==> config.mk <==
export PLATFORM = sky130hd
export DESIGN_NAME = ilv_accum
export DESIGN_NICKNAME = d
export VERILOG_FILES = /design/src/rtl/ilv_accum_pkg.sv /design/src/rtl/ilv_pair_stage.sv /design/src/rtl/ilv_split_acc.sv /design/src/rtl/ilv_accum.sv
export SDC_FILE = /design/constraint.sdc
export NUM_CORES = 1
export LEC_CHECK = 0
export ABC_CLOCK_PERIOD_IN_PS = 4350
export BUFFER_PORTS_ARGS = -buffer_cell sky130_fd_sc_hd__buf_2
export CAP_MARGIN = 0
export CORE_MARGIN = 2
export CORE_UTILIZATION = 40
export CTS_BUF_LIST = sky130_fd_sc_hd__clkbuf_16
export CTS_CLUSTER_DIAMETER = 50
export DETAILED_ROUTE_END_ITERATION = 10
export HOLD_SLACK_MARGIN = 0.15
export PLACE_DENSITY = 0.68
export SETUP_SLACK_MARGIN = 0.4
export SYNTH_ARGS = -nofsm -noshare
export SYNTH_HDL_FRONTEND = slang
export SYNTH_SLANG_ARGS = --single-unit
==> constraint.sdc <==
create_clock -name clk -period 4.35 [get_ports clk]
set_input_delay 0.2175 -clock clk [delete_from_list [all_inputs] [get_ports clk]]
set_output_delay 0.2175 -clock clk [all_outputs]
set_load 0.01 [all_outputs]
==> src/rtl/ilv_accum_pkg.sv <==
package ilv_accum_pkg;

  // Cycles from an accepted sample to its output beat:
  // pair register, lower half, upper half, output register.
  localparam int PIPE_LAT = 4;

  typedef enum logic {
    PH_EVEN = 1'b0,
    PH_ODD  = 1'b1
  } phase_e;

  function automatic int lo_width(input int w);
    return w / 2;
  endfunction

endpackage

==> src/rtl/ilv_pair_stage.sv <==
module ilv_pair_stage
  import ilv_accum_pkg::*;
#(
  parameter int W = 64
) (
  input  logic         clk,
  input  logic         rst_n,
  input  logic         clr,
  input  logic         smp_vld,
  input  logic [W-1:0] smp,
  input  phase_e       phase,
  output logic [W-1:0] pair,
  output logic         pair_par
);

  logic [W-1:0] smp_z;
  logic [W-1:0] prev_q;

  // Idle cycles contribute zero.
  assign smp_z = smp_vld ? smp : '0;

  always_ff @(posedge clk or negedge rst_n) begin
    if (!rst_n) begin
      prev_q   <= '0;
      pair     <= '0;
      pair_par <= 1'b0;
    end else if (clr) begin
      prev_q   <= '0;
      pair     <= '0;
      pair_par <= 1'b0;
    end else begin
      prev_q   <= smp_z;
      pair     <= prev_q + smp_z;
      pair_par <= logic'(phase);
    end
  end

endmodule

==> src/rtl/ilv_split_acc.sv <==
module ilv_split_acc
  import ilv_accum_pkg::*;
#(
  parameter int   W   = 64,
  parameter logic IDX = 1'b0
) (
  input  logic         clk,
  input  logic         rst_n,
  input  logic         clr,
  input  logic [W-1:0] pair,
  input  logic         pair_par,
  output logic [W-1:0] acc
);

  localparam int LO_W = lo_width(W);
  localparam int HI_W = W - LO_W;

  logic [LO_W-1:0] lo_q;
  logic [HI_W-1:0] hi_q;
  logic [HI_W-1:0] hi_add_q;
  logic            cy_q;
  logic            hi_go_q;
  logic            lo_go;
  logic [LO_W:0]   lo_sum;

  assign lo_go  = (pair_par == IDX);
  assign lo_sum = {1'b0, lo_q} + {1'b0, pair[LO_W-1:0]};

  // Lower half on own phase; upper half one cycle later with the carry.
  always_ff @(posedge clk or negedge rst_n) begin
    if (!rst_n) begin
      lo_q     <= '0;
      hi_q     <= '0;
      hi_add_q <= '0;
      cy_q     <= 1'b0;
      hi_go_q  <= 1'b0;
    end else if (clr) begin
      lo_q     <= '0;
      hi_q     <= '0;
      hi_add_q <= '0;
      cy_q     <= 1'b0;
      hi_go_q  <= 1'b0;
    end else begin
      hi_go_q <= lo_go;
      if (lo_go) begin
        lo_q     <= lo_sum[LO_W-1:0];
        cy_q     <= lo_sum[LO_W];
        hi_add_q <= pair[W-1:LO_W];
      end
      if (hi_go_q) begin
        hi_q <= hi_q + hi_add_q + HI_W'(cy_q);
      end
    end
  end

  assign acc = {hi_q, lo_q};

endmodule

==> src/rtl/ilv_accum.sv <==
module ilv_accum
  import ilv_accum_pkg::*;
#(
  parameter int W = 64
) (
  input  logic         clk,
  input  logic         rst_n,
  input  logic         clr,
  input  logic         in_valid,
  output logic         in_ready,
  input  logic [W-1:0] in_data,
  output logic         out_valid,
  output logic [W-1:0] out_data
);

  phase_e              phase_q;
  logic [W-1:0]        pair_w;
  logic                par_w;
  logic [W-1:0]        acc_w [2];
  logic [PIPE_LAT-1:0] vld_sh;
  logic                rd_sel;

  assign in_ready = 1'b1;

  always_ff @(posedge clk or negedge rst_n) begin
    if (!rst_n)   phase_q <= PH_EVEN;
    else if (clr) phase_q <= PH_EVEN;
    else          phase_q <= (phase_q == PH_EVEN) ? PH_ODD : PH_EVEN;
  end

  ilv_pair_stage #(.W(W)) u_pair (
    .clk      (clk),
    .rst_n    (rst_n),
    .clr      (clr),
    .smp_vld  (in_valid),
    .smp      (in_data),
    .phase    (phase_q),
    .pair     (pair_w),
    .pair_par (par_w)
  );

  generate
    for (genvar k = 0; k < 2; k++) begin : g_acc
      ilv_split_acc #(.W(W), .IDX(k[0])) u_acc (
        .clk      (clk),
        .rst_n    (rst_n),
        .clr      (clr),
        .pair     (pair_w),
        .pair_par (par_w),
        .acc      (acc_w[k])
      );
    end
  endgenerate

  // The accumulator of the opposite phase holds the newest complete sum.
  assign rd_sel = ~logic'(phase_q);

  always_ff @(posedge clk or negedge rst_n) begin
    if (!rst_n) begin
      out_data <= '0;
      vld_sh   <= '0;
    end else if (clr) begin
      out_data <= '0;
      vld_sh   <= '0;
    end else begin
      out_data <= acc_w[rd_sel];
      vld_sh   <= {vld_sh[PIPE_LAT-2:0], in_valid};
    end
  end

  assign out_valid = vld_sh[PIPE_LAT-1];

endmodule

# Word-level counts from Yosys, hierarchy flattened
# Index checks and enable logic that the tools add are counted.
# totals
reg_bits	394
wordCells	60
output_inout_bits	66
inputBits	68
# op_classes
n_eq_ne	1
add_sub_neg	7
n_reduce_logical	3
muxes	29
bitwise	3
n_lt_le_gt_ge	1
# op_table
operator	count
2-to-1 mux 64 bit	7
2-to-1 mux 32 bit	12
adder 32 x 32 -> 33 bit	2
adder 32 x 1 -> 32 bit	2
adder 32 bit	2
adder 64 bit	1
2-to-1 mux 1 bit	9
nonzero test 2 bit	3
2-to-1 mux 4 bit	1
>= comparator 2 bit (second input constant)	1
!= test 2 bit (second input constant)	1
NOT 1 bit	2
NOT 1 -> 2 bit	1

# Logic depth before layout (Yosys ltp)
# depth
ltp_word	6
depth_mapped	25
depth_no_buf	15

# Modules after synthesis
# A second synthesis with hierarchy kept.
# hier_totals
cells_unflattened	3111
hier_area_um2	27669.0
# modules_own_cells
mod	seq_area_each_um2	n_inst	area_per_inst_um2	cells_per_inst
ilv_pair_stage	3228.1	1	10754.1	1353
ilv_split_acc (g_acc[1].u_acc)	2452.4	1	7101.8	771
ilv_split_acc (g_acc[0].u_acc)	2452.4	1	7038.0	768
ilv_accum	1726.7	1	2775.2	219

# Worst setup path before layout
# No wires, ideal clock.
# synth_path
kind	in2reg
from	input in_valid
to	register u_pair.pair[60]
t_arrival_ps	4821
t_required_ps	4225
setup_time_ps	125
setup_slack_ps	-596
path_buffers	10
stages	25
path_cell_list	buf_6 -> buf_6 -> buf_6 -> buf_8 -> buf_6 -> buf_2 -> clkbuf_8 -> clkbuf_1 -> clkbuf_1 -> clkbuf_1 -> and2_1 -> ha_1 -> fa_1 -> maj3_2 -> nor2b_4 -> o31ai_1 -> a21boi_1 -> o31a_1 -> a211oi_2 -> o2111ai_2 -> a31oi_2 -> o21ai_2 -> a21boi_2 -> o21ai_2 -> mux2_4
# synth_via
elab_chain_len	3
# synth_rtl
element	line	text
from (decl)	ilv_accum.sv:9	input logic in_valid,
2-to-1 mux 64 bit	ilv_pair_stage.sv:20	assign smp_z = smp_vld ? smp : '0;
adder 64 bit	ilv_pair_stage.sv:33	pair <= prev_q + smp_z;
2-to-1 mux 64 bit	ilv_pair_stage.sv:27	end else if (clr) begin
to (signal assigned)	ilv_pair_stage.sv:33	
to (decl)	ilv_pair_stage.sv:12	output logic [W-1:0] pair,
# Every way passes these cells.
# A chain may end at the register's enable or synchronous reset.

# Final worst setup path
# Ends and elaborated chain as after synthesis.

==> flow_summary.rst <==
.. list-table::
   :header-rows: 1

   * - Metric
     - Value
   * - DRC viols
     - 0
   * - Type of element capturing the critical path
     - flop
   * - Met1 Usage GRT
     - 0.276
   * - Layout cells sized above 1
     - 0.0950
   * - Pin count of the biggest net entering global routing
     - around 130
   * - Maxcap violations
     - 0
   * - IO Port Bufs
     - between 100 and 150
   * - Worst vdd rail ir drop
     - ~0.23 mV
   * - Total Wirelength
     - about 64 mm
   * - Number of antenna violations at the first check in global routing
     - 4
   * - Starting density of the core
     - 0.404
   * - Wire length of the first global-routing pass
     - around 110 mm
   * - Synth Warn #
     - 0
   * - HPWL after detailed placement
     - roughly 47 mm
   * - Slowest CP cell
     - sky130_fd_sc_hd__dlygate4sd3_1
   * - Root Driver
     - sky130_fd_sc_hd__clkbuf_16
   * - Reg-to-Reg End
     - u_pair.pair[60]
   * - Data required time of the critical path
     - slightly below 5 ns
   * - Slew headroom
     - 0.428
   * - Worst Reg2Reg Path Length in Cells
     - 14
   * - Transition time at the pin with the least slew margin
     - roughly 0.86 ns
   * - Kind of start point of the critical path
     - input pin
   * - Area of the core
     - between 60000 and 70000 µm²
   * - Data arrival time of the critical path
     - roughly 4.3 ns
   * - Net count after synthesis
     - about 3.2k
   * - Area share of the largest cell type after synthesis
     - 0.364
   * - Vias per cell
     - about 5.4
   * - Highest cell delay on the worst timing path
     - approximately 0.58 ns
   * - Async S/R FF share, synth
     - 1.00
   * - Setup Viol. Count Final
     - 0
   * - Clock-pin slew on the worst setup and hold paths
     - 0.06 ns
   * - Pins over their slew limit
     - 0
   * - Setup repair after global routing missed its margin
     - yes
   * - Drt first pass iters
     - 8
   * - CP dominant cell by count
     - sky130_fd_sc_hd__a21boi_2
   * - Area fraction in and, or, nand and nor cells after synthesis
     - 0.168
   * - Period minus WS final
     - 3.84 ns
   * - Synth Area in Compound Gates
     - 0.197
   * - Detailed Route Iter0 Violations
     - around 1.5k
   * - Worst Path Class, Setup
     - input pin to flop
   * - Worst reg2reg startpoint
     - u_pair.prev_q[0]
   * - Highest achievable clock rate
     - around 260 MHz
   * - Lkg Pwr
     - 14.4 nW
   * - Setup Total Neg Slack
     - 0 ns
   * - Number of global-route vias before repair
     - 20.1k
   * - Global-route total usage across every layer
     - 0.182
   * - Number of distinct standard cells referenced by the synthesized netlist
     - between 100 and 150
   * - Leading cell types by total area after synthesis
     - sky130_fd_sc_hd__dfrtp_1 36%, sky130_fd_sc_hd__mux2i_1 7.2%, sky130_fd_sc_hd__ha_1 6.5%, sky130_fd_sc_hd__nor2_1 5.6%, sky130_fd_sc_hd__xnor2_1 5.4%
   * - Outcome
     - completed
   * - GR Util met2
     - 0.269
   * - RePlAce Congestion
     - around 0.89
   * - Mean area per synthesized cell
     - 9.14 µm²
   * - Proportion of synthesized area in mux cells
     - 0.0729
   * - Post-synthesis xor/xnor area fraction
     - 0.0793
   * - Area growth, synth to finish
     - 12.0%
   * - Most frequent cells after synthesis
     - 404 x sky130_fd_sc_hd__nor2_1, 394 x sky130_fd_sc_hd__dfrtp_1, 194 x sky130_fd_sc_hd__mux2i_1
   * - Most instantiated library cell after synthesis
     - sky130_fd_sc_hd__nor2_1
   * - Most area-hungry cell type in the Yosys netlist
     - sky130_fd_sc_hd__dfrtp_1
   * - Ports placed on the boundary
     - between 100 and 150
   * - Largest fanout on the critical path
     - 13
   * - Cell Pwr Density
     - just over 300 nW/µm²
   * - Overall die height
     - between 200 and 300 µm
   * - Post-Route Skew
     - 0.0220 ns
   * - Cell-by-cell trace of the critical path
     - dlygate4sd3_1, buf_6, and2_4, ha_4, fa_2, maj3_2, nor2b_4, o31ai_2, a21boi_2, o31a_1, a211oi_2, o2111ai_2, a31oi_4, o21ai_4, a21boi_2, o21ai_2, mux2_4
   * - TritonCTS clock tree
     - yes
   * - Hold Fails Final Rpt
     - 0
   * - Post-synthesis sequential area ratio
     - 0.364
   * - Post-synthesis sequential element count
     - 394
   * - Num rows
     - between 90 and 100
   * - Dominant register cell in the synthesized netlist
     - sky130_fd_sc_hd__dfrtp_1
   * - Number of filler instances in the final layout
     - 6483
   * - Antenna violation net count after detailed routing
     - 0
   * - GRT Max-Usage Layer
     - met1
   * - Non-filler instance count after layout
     - approximately 3.9k
   * - Number of clock buffers inserted by TritonCTS
     - 44
   * - Post-synth EDFFs
     - 0
   * - Sinks on the clock net
     - roughly 390
   * - Cell total after placement
     - 3787
   * - Post-Synthesis Cells
     - ~3.0k
   * - Fraction of the mapped netlist area in adder cells
     - 0.0757
   * - Die area
     - between 60000 and 70000 µm²
   * - R2r setup slk
     - just over 0.6 ns
   * - Buffer levels on the longest clock path
     - 3
   * - Min-delay worst type
     - input pin to async pin
   * - Final worst setup slack
     - just over 0.5 ns
   * - Source-to-sink clock delay at the later pin of the worst-skew pair
     - between 0.5 and 0.6 ns
   * - Global routing usage on met3
     - 0.0251
   * - WL per Instance
     - roughly 16 µm
   * - Die boundary width
     - between 200 and 300 µm
   * - Share of the cycle needed by the critical path after routing
     - 0.883
   * - Number of nets at the end of the flow
     - roughly 3.2k
   * - Post-Synthesis Cell Area
     - 27100 µm²
   * - Setup WS pre-CTS
     - 0.475 ns
   * - Dominant combinational cell family by area after synthesis
     - compound AO/OA/AOI/OAI gates
   * - Aggregate global routing overflow
     - 0
   * - H-tree lvl count
     - 2
   * - Via count of the routed design
     - between 20k and 25k
==> flip-flops by register name, indices dropped and copies added (netlist names) <==
name,cells
g_acc.u_acc.cy_q,2
g_acc.u_acc.hi_add_q,64
g_acc.u_acc.hi_go_q,2
g_acc.u_acc.hi_q,64
g_acc.u_acc.lo_q,64
out_data,64
phase_q,1
u_pair.pair,64
u_pair.pair_par,1
u_pair.prev_q,64
vld_sh,4
==> final cells by class <==
class | instances | area, µm² | share of cell area
clock buffers | 44 | 1100 | 0.0363
clock inverters | 35 | 373 | 0.0123
flip-flops and latches | 394 | 9870 | 0.326
diodes | 3 | 7.51 | 0.000248
well taps | 873 | 1090 | 0.0360
inverters | 36 | 135 | 0.00446
repair buffers | 225 | 1610 | 0.0531
multi-input cells | 2329 | 16100 | 0.532
==> worst max-delay path by stage <==
stage | slack [ns] | startpoint | cells past startpoint | end
2_1_floorplan | -0.27 | in_valid | 25 | u_pair.pair[60]
3_3_place_gp | 0.49 | in_data[0] | 16 | u_pair.pair[60]
3_5_place_dp | 0.48 | in_data[0] | 16 | u_pair.pair[60]
4_1_cts | 0.50 | in_valid | 17 | u_pair.pair[60]
5_1_grt | 0.38 | g_acc[0].u_acc.hi_q[0] | 15 | g_acc[0].u_acc.hi_q[26]
6_report | 0.51 | in_valid | 17 | u_pair.pair[60]
==> cell families after synthesis <==
family / Yosys count
other: 1
flip-flops: 394
XOR/XNOR: 245
AND/OR/NAND/NOR: 937
buffers and inverters: 238
adder cells (fa/ha/maj): 162
multiplexers: 196
AO/OA/AOI/OAI: 788
==> critical path, delay by kind of cell <==
kind	cells	cell delay [ns]
AND/OR/NAND/NOR	2	0.29
AO/OA/AOI/OAI	9	1.90
multiplexers	1	0.29
adder cells (fa/ha/maj)	3	0.85
buffers and inverters	2	0.74
==> routing by layer <==
layer / part of all wire / vias to the layer above
li1: - / 10700
met4: 0.023 / 2
met3: 0.044 / 93
met2: 0.42 / 397
met5: 0.00017 / -
met1: 0.51 / 9992
==> layout by cell type (no fill, tap or decap), drive strengths merged, types with 16 or more instances in the layout <==
master       count
a211oi          16
a21o           104
a21oi          191
a22o            26
a31oi           41
a32o            21
a32oi           17
and2           105
and3            32
buf            158
clkbuf          44
dfrtp          394
dlygate4sd3     67
ha             141
inv             48
mux2i          194
nand2          158
nand2b          86
nand3           36
nor2           404
nor2b           26
nor3            18
o21a            22
o21ai          156
o21bai          22
o22ai           45
o31ai           20
xnor2          168
xor2            77
==> repair_timing <==
item / 4_1_cts / 5_1_grt
hold buffers: 67 / 0
resized for setup: 0 / 14
endpoints found under the hold margin: 173 / 0
endpoints found under the setup margin: 0 / 10
buffers inserted: 0 / 3
==> where the power goes <==
group          switching, mW  total [mW]  leakage (nW)  internal (mW)
logic                  0.855        1.49          8.30          0.639
registers              0.213        4.05          5.37           3.84
clock network           1.57        3.80         0.739           2.22
==> per-stage QoR <==
step / instance area [µm²] / total power, mW / hold slack [ns] / utilization
CTS: 30200 / 9.44 / 0.252 / 0.451
global placement: 28100 / 5.52 / 0.296 / 0.419
finish: 30300 / 9.34 / 0.234 / 0.452
detailed placement: 28100 / 5.55 / 0.302 / 0.419
floorplan: 27100 / 5.16 / -0.0781 / -
global route: 30300 / 9.80 / 0.315 / 0.452
(Power assumes the default switching activity.)
